$ cat config.mk
export PLATFORM = sky130hd
export DESIGN_NAME = wdog_top
export DESIGN_NICKNAME = d
export VERILOG_FILES = /design/src/rtl/wdog_pkg.sv /design/src/rtl/wdog_access.sv /design/src/rtl/wdog_gate.sv /design/src/rtl/wdog_counter.sv /design/src/rtl/wdog_top.sv
export SDC_FILE = /design/constraint.sdc
export NUM_CORES = 1
export LEC_CHECK = 0
export ABC_AREA = 1
export CORE_MARGIN = 3
export CORE_UTILIZATION = 42
export DETAILED_ROUTE_END_ITERATION = 10
export PLACE_DENSITY_LB_ADDON = 0.3
export SLEW_MARGIN = 20
export SYNTH_ARGS = -nofsm -noshare
export SYNTH_HDL_FRONTEND = slang
export SYNTH_HIERARCHICAL = 1
export SYNTH_SLANG_ARGS = --single-unit
$ cat constraint.sdc
create_clock -name clk -period 1.7 [get_ports clk]
set_input_delay 0.51 -clock clk [delete_from_list [all_inputs] [get_ports clk]]
set_output_delay 0.51 -clock clk [all_outputs]
set_load 0.02 [all_outputs]
$ cat src/rtl/wdog_pkg.sv
// Shared widths, write-word field positions and the control-register type
// for the watchdog. Assumes the reload field sits in the top bits of the counter.
package wdog_pkg;
    parameter int CNT_W = 16;
    parameter int REL_W = 8;
    parameter int PW_W  = 8;
    parameter int DW    = 32;

    localparam int EI_BIT   = 0;
    localparam int LOCK_BIT = 1;
    localparam int HALT_BIT = 2;
    localparam int PW_LSB   = 8;
    localparam int REL_LSB  = PW_LSB + PW_W;
    localparam int LOW_W    = CNT_W - REL_W;

    typedef struct packed {
        logic [REL_W-1:0] rel;
        logic [PW_W-1:0]  pw;
        logic             halt;
        logic             endinit;
    } ctrl_t;
endpackage

$ cat src/rtl/wdog_access.sv
// Password-gated access to the control register.
// Locked: a write that carries the stored password unlocks; a mismatch flags an error.
// Unlocked: the next write is the modify write. With its lock bit set it stores the
// settings and requests a counter reload. Without it, it is rejected. Either way the
// register locks again.
module wdog_access
    import wdog_pkg::*;
#(
    parameter logic [REL_W-1:0] RST_REL = 8'hFF,
    parameter logic [PW_W-1:0]  RST_PW  = 8'h3C
) (
    input  logic          clk,
    input  logic          rst_n,
    input  logic          wr_en,
    input  logic [DW-1:0] wr_data,
    output ctrl_t         ctrl,
    output logic          locked,
    output logic          acc_err,
    output logic          svc
);
    logic [PW_W-1:0]  w_pw;
    logic [REL_W-1:0] w_rel;
    logic             w_lock;
    logic             pw_hit;
    logic             pw_miss;
    logic             mod_ok;
    logic             mod_bad;

    // Decode the write word and classify the access.
    always_comb begin
        w_pw    = wr_data[PW_LSB +: PW_W];
        w_rel   = wr_data[REL_LSB +: REL_W];
        w_lock  = wr_data[LOCK_BIT];
        pw_hit  = wr_en && locked && (w_pw == ctrl.pw);
        pw_miss = wr_en && locked && (w_pw != ctrl.pw);
        mod_ok  = wr_en && !locked && w_lock;
        mod_bad = wr_en && !locked && !w_lock;
    end

    // Lock bit: cleared by a password match, set again by any modify attempt.
    always_ff @(posedge clk) begin
        if (!rst_n)
            locked <= 1'b1;
        else if (pw_hit)
            locked <= 1'b0;
        else if (mod_ok || mod_bad)
            locked <= 1'b1;
    end

    // Sticky access error: set on mismatch or a bad modify, cleared by a match.
    always_ff @(posedge clk) begin
        if (!rst_n)
            acc_err <= 1'b0;
        else if (pw_hit)
            acc_err <= 1'b0;
        else if (pw_miss || mod_bad)
            acc_err <= 1'b1;
    end

    // Stored settings: updated only by an accepted modify write.
    always_ff @(posedge clk) begin
        if (!rst_n) begin
            ctrl.rel     <= RST_REL;
            ctrl.pw      <= RST_PW;
            ctrl.halt    <= 1'b0;
            ctrl.endinit <= 1'b1;
        end else if (mod_ok) begin
            ctrl.rel     <= w_rel;
            ctrl.pw      <= w_pw;
            ctrl.halt    <= wr_data[HALT_BIT];
            ctrl.endinit <= wr_data[EI_BIT];
        end
    end

    // Service pulse: one cycle after a completed service sequence.
    always_ff @(posedge clk) begin
        if (!rst_n)
            svc <= 1'b0;
        else
            svc <= mod_ok;
    end

    AST_RELOCK_AFTER_MODIFY: assert property (@(posedge clk) disable iff (!rst_n)
        (wr_en && !locked) |=> locked);
    AST_MISS_KEEPS_LOCK: assert property (@(posedge clk) disable iff (!rst_n)
        (wr_en && locked && (wr_data[PW_LSB +: PW_W] != ctrl.pw)) |=> (locked && acc_err));
    AST_MATCH_UNLOCKS: assert property (@(posedge clk) disable iff (!rst_n)
        (wr_en && locked && (wr_data[PW_LSB +: PW_W] == ctrl.pw)) |=> (!locked && !acc_err));
    AST_BAD_MODIFY_KEEPS_SETTINGS: assert property (@(posedge clk) disable iff (!rst_n)
        (wr_en && !locked && !wr_data[LOCK_BIT]) |=> ($stable(ctrl) && acc_err));
endmodule

$ cat src/rtl/wdog_gate.sv
// Run/stop decision for the counter. Halt always stops. During a debug session
// with suspension selected, the debug stop line stops the count.
// Assumes tick is already a one-cycle enable from a prescaler.
module wdog_gate (
    input  logic halt,
    input  logic dbg_enable,
    input  logic dbg_suspend,
    input  logic dbg_stop,
    input  logic tick,
    output logic run,
    output logic step
);
    logic dbg_hold;

    // Combine the halt bit and the debug table into a step enable.
    always_comb begin
        dbg_hold = dbg_enable && dbg_suspend && dbg_stop;
        run      = !halt && !dbg_hold;
        step     = run && tick;
    end
endmodule

$ cat src/rtl/wdog_counter.sv
// Up-counter with reload, overflow reset request and midpoint wake pulse.
// A service reload has priority over a step. Both event outputs are registered.
// Assumes CNT_W > REL_W.
module wdog_counter
    import wdog_pkg::*;
#(
    parameter logic [REL_W-1:0] RST_REL = 8'hFF
) (
    input  logic             clk,
    input  logic             rst_n,
    input  logic             step,
    input  logic             load,
    input  logic [REL_W-1:0] rel,
    input  logic             low_power,
    output logic [CNT_W-1:0] cnt,
    output logic             rst_req,
    output logic             wake
);
    localparam logic [CNT_W-1:0] TOP = {CNT_W{1'b1}};
    localparam logic [CNT_W-1:0] MID = {1'b0, {(CNT_W-1){1'b1}}};
    localparam logic [CNT_W-1:0] RST_CNT = {RST_REL, {LOW_W{1'b0}}};

    logic [CNT_W-1:0] reload_val;
    logic             at_top;
    logic             at_mid;

    // Reload value and crossing detectors.
    always_comb begin
        reload_val = {rel, {LOW_W{1'b0}}};
        at_top     = step && !load && (cnt == TOP);
        at_mid     = step && !load && (cnt == MID);
    end

    // Counter: reload on service or overflow, otherwise step by one.
    always_ff @(posedge clk) begin
        if (!rst_n)
            cnt <= RST_CNT;
        else if (load || at_top)
            cnt <= reload_val;
        else if (step)
            cnt <= cnt + 1'b1;
    end

    // Overflow reset request pulse.
    always_ff @(posedge clk) begin
        if (!rst_n)
            rst_req <= 1'b0;
        else
            rst_req <= at_top;
    end

    // Wake pulse at the midpoint crossing, only in a low-power mode.
    always_ff @(posedge clk) begin
        if (!rst_n)
            wake <= 1'b0;
        else
            wake <= at_mid && low_power;
    end

    AST_RST_ONE_CYCLE: assert property (@(posedge clk) disable iff (!rst_n)
        rst_req |=> !rst_req);
    AST_RST_RELOADS: assert property (@(posedge clk) disable iff (!rst_n)
        rst_req |-> (cnt == reload_val));
    AST_WAKE_NEEDS_LP: assert property (@(posedge clk) disable iff (!rst_n)
        wake |-> $past(low_power));
    AST_WAKE_AT_MID: assert property (@(posedge clk) disable iff (!rst_n)
        wake |-> (cnt == MID + 1'b1));
    AST_HOLD_WITHOUT_STEP: assert property (@(posedge clk) disable iff (!rst_n)
        (!step && !load) |=> $stable(cnt));
    AST_SERVICE_LOAD: assert property (@(posedge clk) disable iff (!rst_n)
        load |=> (cnt == {$past(rel), {LOW_W{1'b0}}}));
endmodule

$ cat src/rtl/wdog_top.sv
// Watchdog top: access control, run gate and counter.
// Assumes wr_en, tick and the debug inputs are synchronous to clk.
module wdog_top
    import wdog_pkg::*;
#(
    parameter logic [REL_W-1:0] RST_REL = 8'hFF,
    parameter logic [PW_W-1:0]  RST_PW  = 8'h3C
) (
    input  logic             clk,
    input  logic             rst_n,
    input  logic             tick,
    input  logic             wr_en,
    input  logic [DW-1:0]    wr_data,
    input  logic             low_power,
    input  logic             dbg_enable,
    input  logic             dbg_suspend,
    input  logic             dbg_stop,
    output logic [CNT_W-1:0] count,
    output logic             rst_req,
    output logic             wake,
    output logic             locked,
    output logic             endinit,
    output logic             acc_err
);
    ctrl_t ctrl;
    logic  svc;
    logic  run;
    logic  step;

    wdog_access #(.RST_REL(RST_REL), .RST_PW(RST_PW)) u_access (
        .clk     (clk),
        .rst_n   (rst_n),
        .wr_en   (wr_en),
        .wr_data (wr_data),
        .ctrl    (ctrl),
        .locked  (locked),
        .acc_err (acc_err),
        .svc     (svc)
    );

    wdog_gate u_gate (
        .halt        (ctrl.halt),
        .dbg_enable  (dbg_enable),
        .dbg_suspend (dbg_suspend),
        .dbg_stop    (dbg_stop),
        .tick        (tick),
        .run         (run),
        .step        (step)
    );

    wdog_counter #(.RST_REL(RST_REL)) u_counter (
        .clk       (clk),
        .rst_n     (rst_n),
        .step      (step),
        .load      (svc),
        .rel       (ctrl.rel),
        .low_power (low_power),
        .cnt       (count),
        .rst_req   (rst_req),
        .wake      (wake)
    );

    // Export the stored end-of-init bit.
    always_comb endinit = ctrl.endinit;

    AST_HALT_NO_RESET: assert property (@(posedge clk) disable iff (!rst_n)
        ctrl.halt |=> !rst_req);
    AST_HALT_FREEZES: assert property (@(posedge clk) disable iff (!rst_n)
        (ctrl.halt && !svc) |=> $stable(count));
    AST_DEBUG_FREEZES: assert property (@(posedge clk) disable iff (!rst_n)
        (dbg_enable && dbg_suspend && dbg_stop && !svc) |=> $stable(count));
endmodule

# Yosys cells after proc, flatten, opt, wreduce, memory -nomap -nowiden
# Index checks and enable logic that the tools add are counted.
[word_totals]
ff_bits = 39
inputBits = 40
output_inout_bits = 21
wordCells = 47
[classes]
n_addsub = 1
n_eq_ne = 4
mux = 4
bitwise_logic = 1
n_reduce_logical = 26
[op_table]
columns = ["operator", "n"]
rows = [
  ["$mux W16", 2],
  ["$add A16 B1 Y16 const B", 1],
  ["$eq A16 B15 Y1 const B", 1],
  ["$eq A16 B16 Y1 const B", 1],
  ["$logic_and A1 B1 Y1", 14],
  ["$eq A8 B8 Y1", 1],
  ["$ne A8 B8 Y1", 1],
  ["$logic_not A1 Y1", 5],
  ["$reduce_bool A2 Y1", 2],
  ["$reduce_or A2 Y1", 2],
  ["$logic_or A1 B1 Y1", 3],
  ["$mux W1", 2],
  ["$not A1 Y1", 1],
]

# Longest topological paths before layout
# Gate-level depths: netlist (run 1).
[logic_depth]
depth_word = 9
mapped_depth = 13
ltp_nobuf = 12

# Cells and area by module
# Netlist (run 1), hierarchy kept.
[by_module_without_submodules]
columns = ["mod", "n_inst", "cells_each", "area_per_inst_um2"]
rows = [
  ["wdog_counter", 1, 163, 1078.5],
  ["wdog_access", 1, 120, 892.1],
  ["wdog_gate", 1, 6, 33.8],
]

# Worst setup path before layout (run 1)
# OpenSTA, ideal clock, no wires.
[synth_path]
path_kind = "input to register"
from = "input dbg_stop"
to = "register u_counter.cnt[9]"
setup_time_ns = 0.115
arrival_ns = 1.521
setup_slack_ns = 0.063
stages = 13
cell_sequence = "nand3_2 -> nand2_2 -> nor2_2 -> buf_6 -> inv_8 -> nor2_1 -> nand2_1 -> nor2_2 -> nor2_4 -> inv_6 -> nand2_1 -> nand2_1 -> nand2_1"
[synth_via]
elab_chain_len = 8
elab_cells_between_ends = 9
cone_classes = "mux (1); reduce/logical (8)"
[synth_rtl]
columns = ["element", "line", "text"]
rows = [
  ["start: declaration", "wdog_top.sv:17", "input logic dbg_stop,"],
  ["$logic_and A1 B1 Y1 *", "wdog_gate.sv:17", "dbg_hold = dbg_enable && dbg_suspend && dbg_stop;"],
  ["$logic_not A1 Y1 *", "wdog_gate.sv:18", "run = !halt && !dbg_hold;"],
  ["$logic_and A1 B1 Y1 *", "wdog_gate.sv:18", ""],
  ["$logic_and A1 B1 Y1 *", "wdog_gate.sv:19", "step = run && tick;"],
  ["via step", "wdog_top.sv:28", "logic step;"],
  ["$logic_and A1 B1 Y1 (2 in series)", "wdog_counter.sv:30", "at_top = step && !load && (cnt == TOP);"],
  ["$logic_or A1 B1 Y1", "wdog_counter.sv:38", "else if (load || at_top)"],
  ["$mux W16 or $reduce_bool A2 Y1 (tied branches)", "--", ""],
  ["end signal: assignment", "wdog_counter.sv:39", "cnt <= reload_val;"],
  ["end signal: assignment", "wdog_counter.sv:41", "cnt <= cnt + 1'b1;"],
  ["end: declaration", "wdog_counter.sv:15", "output logic [CNT_W-1:0] cnt,"],
]
# The timed path passes the listed nets; every way through them passes the cells marked *.
# A chain may end at the register's enable or synchronous reset.

# Worst setup path after layout (run 1)
[layout_path]
from = "register u_counter.cnt[0]"
to = "register u_counter.cnt[13]"
[layout_via]
elab_chain_len = 4
elab_cells_between_ends = 7
cone_classes = "add/sub (1); eq/ne (1); mux (2); reduce/logical (3)"
[layout_rtl]
columns = ["element"]
rows = [
  ["branches (longest 4 deep; another with $add A16 B1 Y16)"],
]
# Several ways; the timed one is not identified. The select of a mux whose other input is x is not followed.

==> flow_summary.toml, run 1 <==
[power]
power_frac_seq_pct = 50.4
ir_worst_vdd_mv = 0.382
p_leak_nw = 1.34
swShare_pct = 26.6
intPower_mw = 1.38
p_comb_share_pct = 17.7
power_switching_uw = 498
powerDensity_nw_per_um2 = 670
pwr-share-clk_pct = 31.9

[finish]
diodes = 0
syn2layout_area_growth_pct = 39.8
fin_util_pct = 62.5
instances_no_fill = 413
seq_area_um2 = 781
multi_input_area_um2 = 1080
layout-drive-gt1-share_pct = 16.3
nets = 401
nFillCells = 421

[clock_network]
cts_tree = "built"
clk_pin_slew_ps = 70
cts_max_level = 2
clk_latency_ps = 290
holdBufCountCts = 0
cts_sinks = 39
clockBufferDepth = 2
numCtsBuffers = 5
clk_root_buffer_cell = "clkbuf_8"

[critical_path]
worstPathCellList = "ha_1, inv_1, nor2_2, nand3_2, nor2_4, nor2_4, clkinv_4, nand2_1, nand2_1, nand2_1"
arrival_ps = 1770
cp-end-kind = "flop"
path_common_cell = "nand2_1"
start_kind = "flop"
r2r_start = "u_counter/cnt[0]$_SDFFE_PP0P_"
rr_worst_depth = 10
slowest_stage = "dfxtp_1"
timing.rr.end = "u_counter/cnt[13]$_SDFFE_PN1P_"
crit_type = "flop to flop"
cp_top_family = "simple AND/OR/NAND/NOR gates"
reg2reg_slack_ps = 120
crit_end = "u_counter/cnt[13]$_SDFFE_PN1P_"
crit_buf_inv = 2
crit_cells = 10
cp_max_fo = 8
required_ps = 1890
max_stage_delay_ps = 400
crit_path_start = "u_counter/cnt[0]$_SDFFE_PP0P_"

[floorplanning]
die_x_um = 75.0
die_h_um = 75.0
coreArea_um2 = 4470
ioPinCount = 61
initial_core_util_pct = 44.7
dieArea_um2 = 5630
rows = 24

[synthesis]
syn-num-nets = 329
ys_warn_count = 6
synth_area_um2 = 2000
synth_cells = 288
syn_avg_cell_area_um2 = 6.95

[place]
dp.cells = 403
port-buffer-count = 47
dp.final_hpwl_mm = 3.47
globalplace.congestion = 0.871

[sta]
period_share_pct = 92.9
skew_ps = 4.77
worst_slew_pin_slew_ps = 326
finalSetupViolCount = 0
hold_viol = 0
fmax_mhz = 633
layout_min_cycle_time_ps = 1580
fin_setup_tns_ps = 0
max_slew_margin_pct = 78.0
drv_slew = 0

[routing]
vias = 2010
drc = 0
drt_wl_total_mm = 4.54
postRouteAntennaNets = 0
via_per_inst = 4.87
drt-wirelength-per-cell_um = 11.0
drtIter0Drc = 202
first_pass_iters = 4

[grt]
grt_antenna_before_repair = 0
grt_usage_pct = 17.2
grt_pass1_wl_mm = 7.37
overflow = 0
grt_start_max_net_pins = 14
grt_pass1_vias = 1766

[status]
status = "finished, final reports clean"

[min_path]
hold_class = "flop to flop"

[job]
drv_cap = 0
## worst reg2reg max path: cells and delay by family, from the launching register on
kind | cells | cell delay (ps)
and+or+nand+nor | 7 | 720
DFF | 1 | 400
adders and majority gates | 1 | 210
buffers and inverters | 2 | 150
## registers in the layout, summed over array words and instances (netlist names)
register,flops
u_access/ctrl,18
u_counter/cnt,16
u_access/acc_err,1
u_access/locked,1
u_access/svc,1
u_counter/rst_req,1
u_counter/wake,1
## power groups by stage
stage,logic (mW),registers [mW],clock network [mW]
2_1_floorplan,0.129,1.00,0
3_3_place_gp,0.332,0.967,0
3_5_place_dp,0.335,0.968,0
4_1_cts,0.329,0.945,0.622
5_1_grt,0.362,0.948,0.669
6_report,0.331,0.945,0.598
## per-stage QoR
| step | hold slack (ps) | total power [mW] | instance area (um2) | worst slack [ps] |
|---|---|---|---|---|
| CTS | 468 | 1.90 | 2760 | 2.88 |
| finish | 465 | 1.87 | 2800 | 121 |
| global placement | 443 | 1.30 | 2670 | -360 |
| detailed placement | 457 | 1.30 | 2670 | -387 |
| global route | 496 | 1.98 | 2800 | -1.67 |
| floorplan | 429 | 1.13 | 2000 | 72.5 |
## cell type report
cell class                      instances  share of cell area [%]
Multi-Input combinational cell        213                    38.6
Clock inverter                          3                   0.537
Tap cell                               52                    2.33
Timing Repair Buffer                   70                    23.6
Sequential cell                        39                    27.9
Clock buffer                            5                    2.46
Inverter                               31                    4.61
## worst min-delay path by stage
stage                                        start                             to  slack, ps  cells after the start
finish               u_access/ctrl[1]$_SDFFE_PN0P_  u_access/ctrl[1]$_SDFFE_PN0P_        460                      2
global route         u_access/ctrl[9]$_SDFFE_PN0P_  u_access/ctrl[9]$_SDFFE_PN0P_        500                      2
detailed placement   u_access/ctrl[1]$_SDFFE_PN0P_  u_access/ctrl[1]$_SDFFE_PN0P_        460                      2
floorplan           u_access/ctrl[10]$_SDFFE_PN1P_  u_counter/cnt[8]$_SDFFE_PN1P_        430                      2
global placement     u_access/ctrl[8]$_SDFFE_PN0P_  u_access/ctrl[8]$_SDFFE_PN0P_        440                      2
CTS                  u_access/ctrl[1]$_SDFFE_PN0P_  u_access/ctrl[1]$_SDFFE_PN0P_        470                      2
## cells in the final DEF (no fill, tap or decap), types with 2 or more instances in the layout
cell / count
or2_2: 2
nor2_4: 7
nand2_1: 88
o21ai_0: 4
nand2_2: 5
nor2_1: 27
clkinv_2: 3
inv_1: 26
nand3_1: 29
xor2_1: 5
buf_12: 2
o21bai_1: 3
dlygate4sd2_1: 21
nand3_2: 2
dfxtp_1: 39
clkbuf_8: 5
buf_4: 19
nor2_2: 4
xnor2_1: 4
nand4_1: 3
a21oi_1: 19
clkdlybuf4s50_1: 22
buf_6: 2
dlymetal6s2s_1: 4
inv_2: 2
nor3_1: 2
o211ai_1: 2
## repair_timing
item	4_1_cts	5_1_grt
gates resized for setup	28	10
gates cloned	1	0
hold endpoints to repair	0	0
setup buffers	0	1
setup endpoints to repair	37	18
pin swaps	4	7
## layer usage
layer,track usage (%),up-vias,wire length [um]
met2,28.2,66,2130
met4,7.71,0,87
li1,-,1058,-
met1,20.5,877,2040
met5,0,-,0
met3,5.61,9,280
No activity file was read; power rests on OpenSTA's default activity.
==> run 2: changes to the inputs <==
- PLACE_DENSITY: unset -> 0.87
- PLACE_DENSITY_LB_ADDON: 0.3 -> unset
- TNS_END_PERCENT: unset -> 5
==> run 2 against run 1 <==
Net effect: power rose by 7.7%; non-clock buffer count rose by 2; combinational power barely moved; global-route usage rose by 0.089 points; first-iteration DRC count fell by 17%; critical endpoint is now count[10].
==> flow_summary.toml, run 2 (synthesis results as in run 1) <==
[status]
status = "finished, final reports clean"

[grt]
met1_usage_pct = 20.1
overflow = 0
grt_pass1_vias = 1882
grt_pass1_wl_mm = 7.62
grt_antenna_before_repair = 0
grt-busiest-layer = "met2"
grt_use_met2_pct = 30.7
use_met3_pct = 3.74
grt_start_max_net_pins = 15
grt_usage_pct = 17.3

[place]
dp.cells = 404
globalplace.congestion = 0.904
dpl_cell_area_um2 = 2670
port-buffer-count = 47
dp.final_hpwl_mm = 3.61

[finish]
layout_common_cells = "nand2_1 (87), dfxtp_1 (37), nand3_1 (29)"
instances_no_fill = 414
syn2layout_area_growth_pct = 40.8
layout_commonest_cell = "nand2_1"
largestRegisters = "u_access/ctrl x18, u_counter/cnt x16"
largest_reg_flops = 18
layout-drive-gt1-share_pct = 17.1
design_area_um2 = 2820
seq_area_um2 = 783
nFillCells = 389
top_register = "u_access/ctrl"
fin_util_pct = 62.9
diodes = 0
nets = 403
multi_input_area_um2 = 1070

[clock_network]
clockBufferDepth = 2
cts_sinks = 39
cts_max_level = 2
clk_latency_ps = 290
numCtsBuffers = 5
clk_root_buffer_cell = "clkbuf_8"
cts_tree = "built"
clk_pin_slew_ps = 70

[power]
ir_worst_vdd_mv = 0.371
power_switching_uw = 498
swShare_pct = 24.7
p_comb_share_pct = 16.3
pwr-share-clk_pct = 36.7
total_power_mw = 2.02
power_frac_seq_pct = 47.1
intPower_mw = 1.52
p_leak_nw = 1.38
powerDensity_nw_per_um2 = 717

[job]
drv_cap = 0

[sta]
period_share_pct = 94.0
skew_ps = 2.71
worst_slew_pin_slew_ps = 334
fmax_mhz = 626
max_slew_margin_pct = 77.5
layout_min_cycle_time_ps = 1600
hold_viol = 0
finalSetupViolCount = 0
drv_slew = 0

[floorplanning]
rows = 24
die_h_um = 75.0
coreArea_um2 = 4470
ioPinCount = 61
initial_core_util_pct = 44.7
die_x_um = 75.0
dieArea_um2 = 5630

[min_path]
whs_path_depth = 2
hold_class = "flop to flop"
hp-start = "u_access/ctrl[1]$_SDFFE_PN0P_"
min_to = "u_access/ctrl[1]$_SDFFE_PN0P_"

[critical_path]
timing.rr.end = "u_counter/cnt[13]$_SDFFE_PN1P_"
crit_buf_inv = 1
cp_max_fo = 6
required_ps = 1190
slowest_stage = "dfxtp_1"
r2r_start = "u_counter/cnt[0]$_SDFFE_PP0P_"
crit_type = "flop to output port"
cp_top_family = "flip-flops"
max_stage_delay_ps = 430
start_kind = "flop"
rr_worst_depth = 10
arrival_ps = 1090
cp-end-kind = "output port"
worstPathCellList = "dlygate4sd2_1"
reg2reg_slack_ps = 110

[routing]
drt_wl_total_mm = 4.92
drtIter0Drc = 167
postRouteAntennaNets = 0
vias = 2071
first_pass_iters = 5
drt-wirelength-per-cell_um = 11.9
via_per_inst = 5.00
drc = 0
## run 2: changes by cell type in the layout (fill, tap and decap cells not counted), sizes merged
| cell | delta |
|---|---|
| dlymetal6s2s | +2 |
| dlygate4sd2 | -2 |
| buf | +2 |
| bufinv | +1 |
| clkbuf | +1 |
| clkinv | -3 |
## run 2: worst reg2reg max path, cell delays in order, from the launching register on
cell and delay [ps]:
dfxtp_2 370, ha_2 200, inv_1 50, nor2_2 180, nand3_2 160, nor2_4 150
nor2_4 90, clkinv_4 100, nand2_2 50, nand2_1 70, nand2_1 60
## run 2: area by class of cell
class	instances	share of cell area, %
Timing Repair Buffer	72	23.5
Tap cell	52	2.31
Clock buffer	6	2.58
Inverter	31	4.58
Clock inverter	1	1.07
Multi-Input combinational cell	213	38.2
Sequential cell	39	27.8
## run 2: power by group through the flow
| stage | clock network [mW] | logic (mW) | registers, mW |
|---|---|---|---|
| detailed placement | 0 | 0.331 | 0.971 |
| global placement | 0 | 0.325 | 0.970 |
| global route | 0.789 | 0.355 | 0.952 |
| finish | 0.740 | 0.329 | 0.950 |
| CTS | 0.753 | 0.321 | 0.948 |
| floorplan | 0 | 0.129 | 1.00 |
## run 2: worst max path at each step
stage / end / from / cells past startpoint
2_1_floorplan: u_counter/cnt[9]$_SDFFE_PN1P_ / dbg_stop / 13
3_3_place_gp: u_counter/cnt[9]$_SDFFE_PN1P_ / dbg_stop / 13
3_5_place_dp: u_counter/cnt[9]$_SDFFE_PN1P_ / dbg_stop / 13
4_1_cts: u_counter/cnt[13]$_SDFFE_PN1P_ / dbg_stop / 12
5_1_grt: u_counter/cnt[13]$_SDFFE_PN1P_ / u_counter/cnt[0]$_SDFFE_PP0P_ / 10
6_report: count[10] / u_counter/cnt[10]$_SDFFE_PN1P_ / 1
## run 2: layer usage
layer,wire length [um],up-vias
li1,-,1060
met1,2060,932
met2,2470,68
met3,297,11
met4,88,0
met5,0,-
## run 2: timing repair
action                     in CTS  in global routing
setup endpoints to repair      35                 19
gates resized for setup        23                 15
pin swaps                       2                  7
cloned                          0                  1
setup buffers                   0                  2
hold buffers                    0                  0
## run 2: stage by stage
| stage | setup TNS (ps) | worst slack, ps | hold WS [ps] |
|---|---|---|---|
| global route | -12.2 | -12.2 | 492 |
| floorplan | 0 | 72.5 | 429 |
| CTS | -40.7 | -15.7 | 469 |
| global placement | -5720 | -376 | 442 |
| finish | 0 | 102 | 463 |
| detailed placement | -6550 | -436 | 457 |
==> run 3: changes to the inputs <==
- clock period: 1.7 -> 1.4 ns (I/O delays scaled with it)
==> run 3 against run 2 <==
Net effect: the flow now finishes with violations (setup timing); via count is 7.1% higher; critical path depth rose by 9; clock skew is 0.95 ps higher; combinational power grew 38%; cell area is 5.8% higher; sequential power increased by 22%; cell count is 4.1% higher; first-iteration DRC count up 26%; non-clock buffer count increased by 16; power rose by 27%; count of clock-buffer cells in the layout shrank 1; worst setup slack got worse by 120 ps.
==> flow_summary.toml, run 3 (synthesis results as in run 1) <==
[status]
status = "finished with violations"
violations = "setup timing"

[finish]
diodes = 0
seq_area_um2 = 796
layout_commonest_cell = "nand2_1"
largest_reg_flops = 18
nFillCells = 371
layout-drive-gt1-share_pct = 31.1
top_register = "u_access/ctrl"
multi_input_area_um2 = 1140
syn2layout_area_growth_pct = 49.0
fin_util_pct = 66.6
largestRegisters = "u_access/ctrl x18, u_counter/cnt x16"
nets = 419
layout_common_cells = "nand2_1 (84), buf_4 (39), dfxtp_1 (31)"

[clock_network]
clk_root_buffer_cell = "clkbuf_8"
clk_latency_ps = 290
clockBufferDepth = 2
numCtsBuffers = 5
holdBufCountCts = 0
clk_pin_slew_ps = 80
cts_sinks = 39
cts_max_level = 2
cts_tree = "built"

[routing]
drtIter0Drc = 211
drt_wl_total_mm = 5.54
first_pass_iters = 5
via_per_inst = 5.15
drc = 0
drt-wirelength-per-cell_um = 12.8
postRouteAntennaNets = 0
vias = 2219

[power]
ir_worst_vdd_mv = 0.576
p_leak_nw = 1.40
powerDensity_nw_per_um2 = 859

[place]
port-buffer-count = 47
dp.final_hpwl_mm = 3.89
place_ws_ps = -615
globalplace.congestion = 0.902

[sta]
max_slew_margin_pct = 80.7
layout_min_cycle_time_ps = 1420
fmax_mhz = 703
period_share_pct = 102
layout_setup_ws_ps = -22.8
worst_slew_pin_slew_ps = 289
hold_viol = 0
grt_setup_unrepaired = "yes"
drv_slew = 0
finalSetupViolCount = 8
skew_ps = 3.65

[critical_path]
cp-end-kind = "flop"
slowest_stage = "dfxtp_4"
crit_type = "flop to flop"
required_ps = 1580
worstPathCellList = "ha_4, inv_2, nor2_4, nand3_4, nor2_4, nor2_4, buf_6, nand2_1, nand2_1, nand2_1"
start_kind = "flop"
arrival_ps = 1610
cp_max_fo = 5
max_stage_delay_ps = 370

[floorplanning]
dieArea_um2 = 5630
initial_core_util_pct = 44.7
die_x_um = 75.0
die_h_um = 75.0
rows = 24
ioPinCount = 61
coreArea_um2 = 4470

[grt]
grt_start_max_net_pins = 14
grt-busiest-layer = "met2"
grt_pass1_wl_mm = 8.86
overflow = 0
grt_use_met2_pct = 35.1
grt_antenna_before_repair = 0
use_met3_pct = 4.41
grt_usage_pct = 20.2
grt_pass1_vias = 2104
met1_usage_pct = 24.2

[min_path]
hold_class = "flop to flop"

[job]
drv_cap = 0
==> run 3: changes by cell type in the layout (fill, tap and decap cells not counted), moves of 4 or more <==
cell	before	now
clkbuf_2	0	13
dlymetal6s2s_1	6	2
dfxtp_1	37	31
clkdlybuf4s15_2	0	5
buf_4	24	39
nor2_1	28	24
dfxtp_2	2	6
dlygate4sd2_1	19	2
==> run 3: timing repair <==
action,CTS,global route
gates cloned,1,0
buffers inserted,0,4
setup endpoints to repair,39,39
pin swaps,2,10
gates resized for setup,53,48
==> run 3: metal layers <==
layer | part of all wire [%] | up-vias
li1 | - | 1098
met1 | 40 | 992
met2 | 50 | 113
met3 | 7.6 | 16
met4 | 2.5 | 0
met5 | 0 | -
==> run 3: path summary, 6_finish.rpt <==
| check | startpoint | to | slack, ps | cells after the start |
|---|---|---|---|---|
| max reg2reg | u_counter/cnt[1]$_SDFFE_PP0P_ | u_counter/cnt[9]$_SDFFE_PN1P_ | -20 | 10 |
| min | u_access/ctrl[10]$_SDFFE_PN1P_ | u_counter/cnt[8]$_SDFFE_PN1P_ | 460 | 2 |
| max | u_counter/cnt[1]$_SDFFE_PP0P_ | u_counter/cnt[9]$_SDFFE_PN1P_ | -20 | 10 |
| min reg2reg | u_access/ctrl[10]$_SDFFE_PN1P_ | u_counter/cnt[8]$_SDFFE_PN1P_ | 460 | 2 |
==> run 3: report_power, final <==
group | switching, mW | leakage, nW | internal [mW] | total, mW
logic | 0.232 | 1.03 | 0.221 | 0.453
clock network | 0.416 | 0.0581 | 0.531 | 0.947
registers | 0.0245 | 0.318 | 1.13 | 1.16
total | 0.673 | 1.40 | 1.89 | 2.56
==> run 3: final cells by class <==
cell class | instances | area share, %
Timing Repair Buffer | 88 | 24.8
Inverter | 31 | 4.32
Multi-Input combinational cell | 213 | 38.2
Tap cell | 52 | 2.18
Clock buffer | 5 | 2.31
Sequential cell | 39 | 26.7
Clock inverter | 3 | 1.47
==> run 3: metrics by stage <==
stage	cell area (um2)	hold slack, ps	cells	power, mW	setup TNS [ps]
after floorplan	2010	429	288	1.38	-565
after global routing	2980	499	431	2.67	-1520
after CTS	2930	466	427	2.55	-2270
final	2980	464	431	2.56	-117
after detailed placement	2780	442	418	1.61	-13900
after global placement	2780	441	418	1.60	-12270
==> run 3: critical path: cells and delay by family (launching register included) <==
kind	cells	cell delay (ps)
and+or+nand+nor	7	590
adders and majority gates	1	160
DFF	1	370
buffers and inverters	2	200
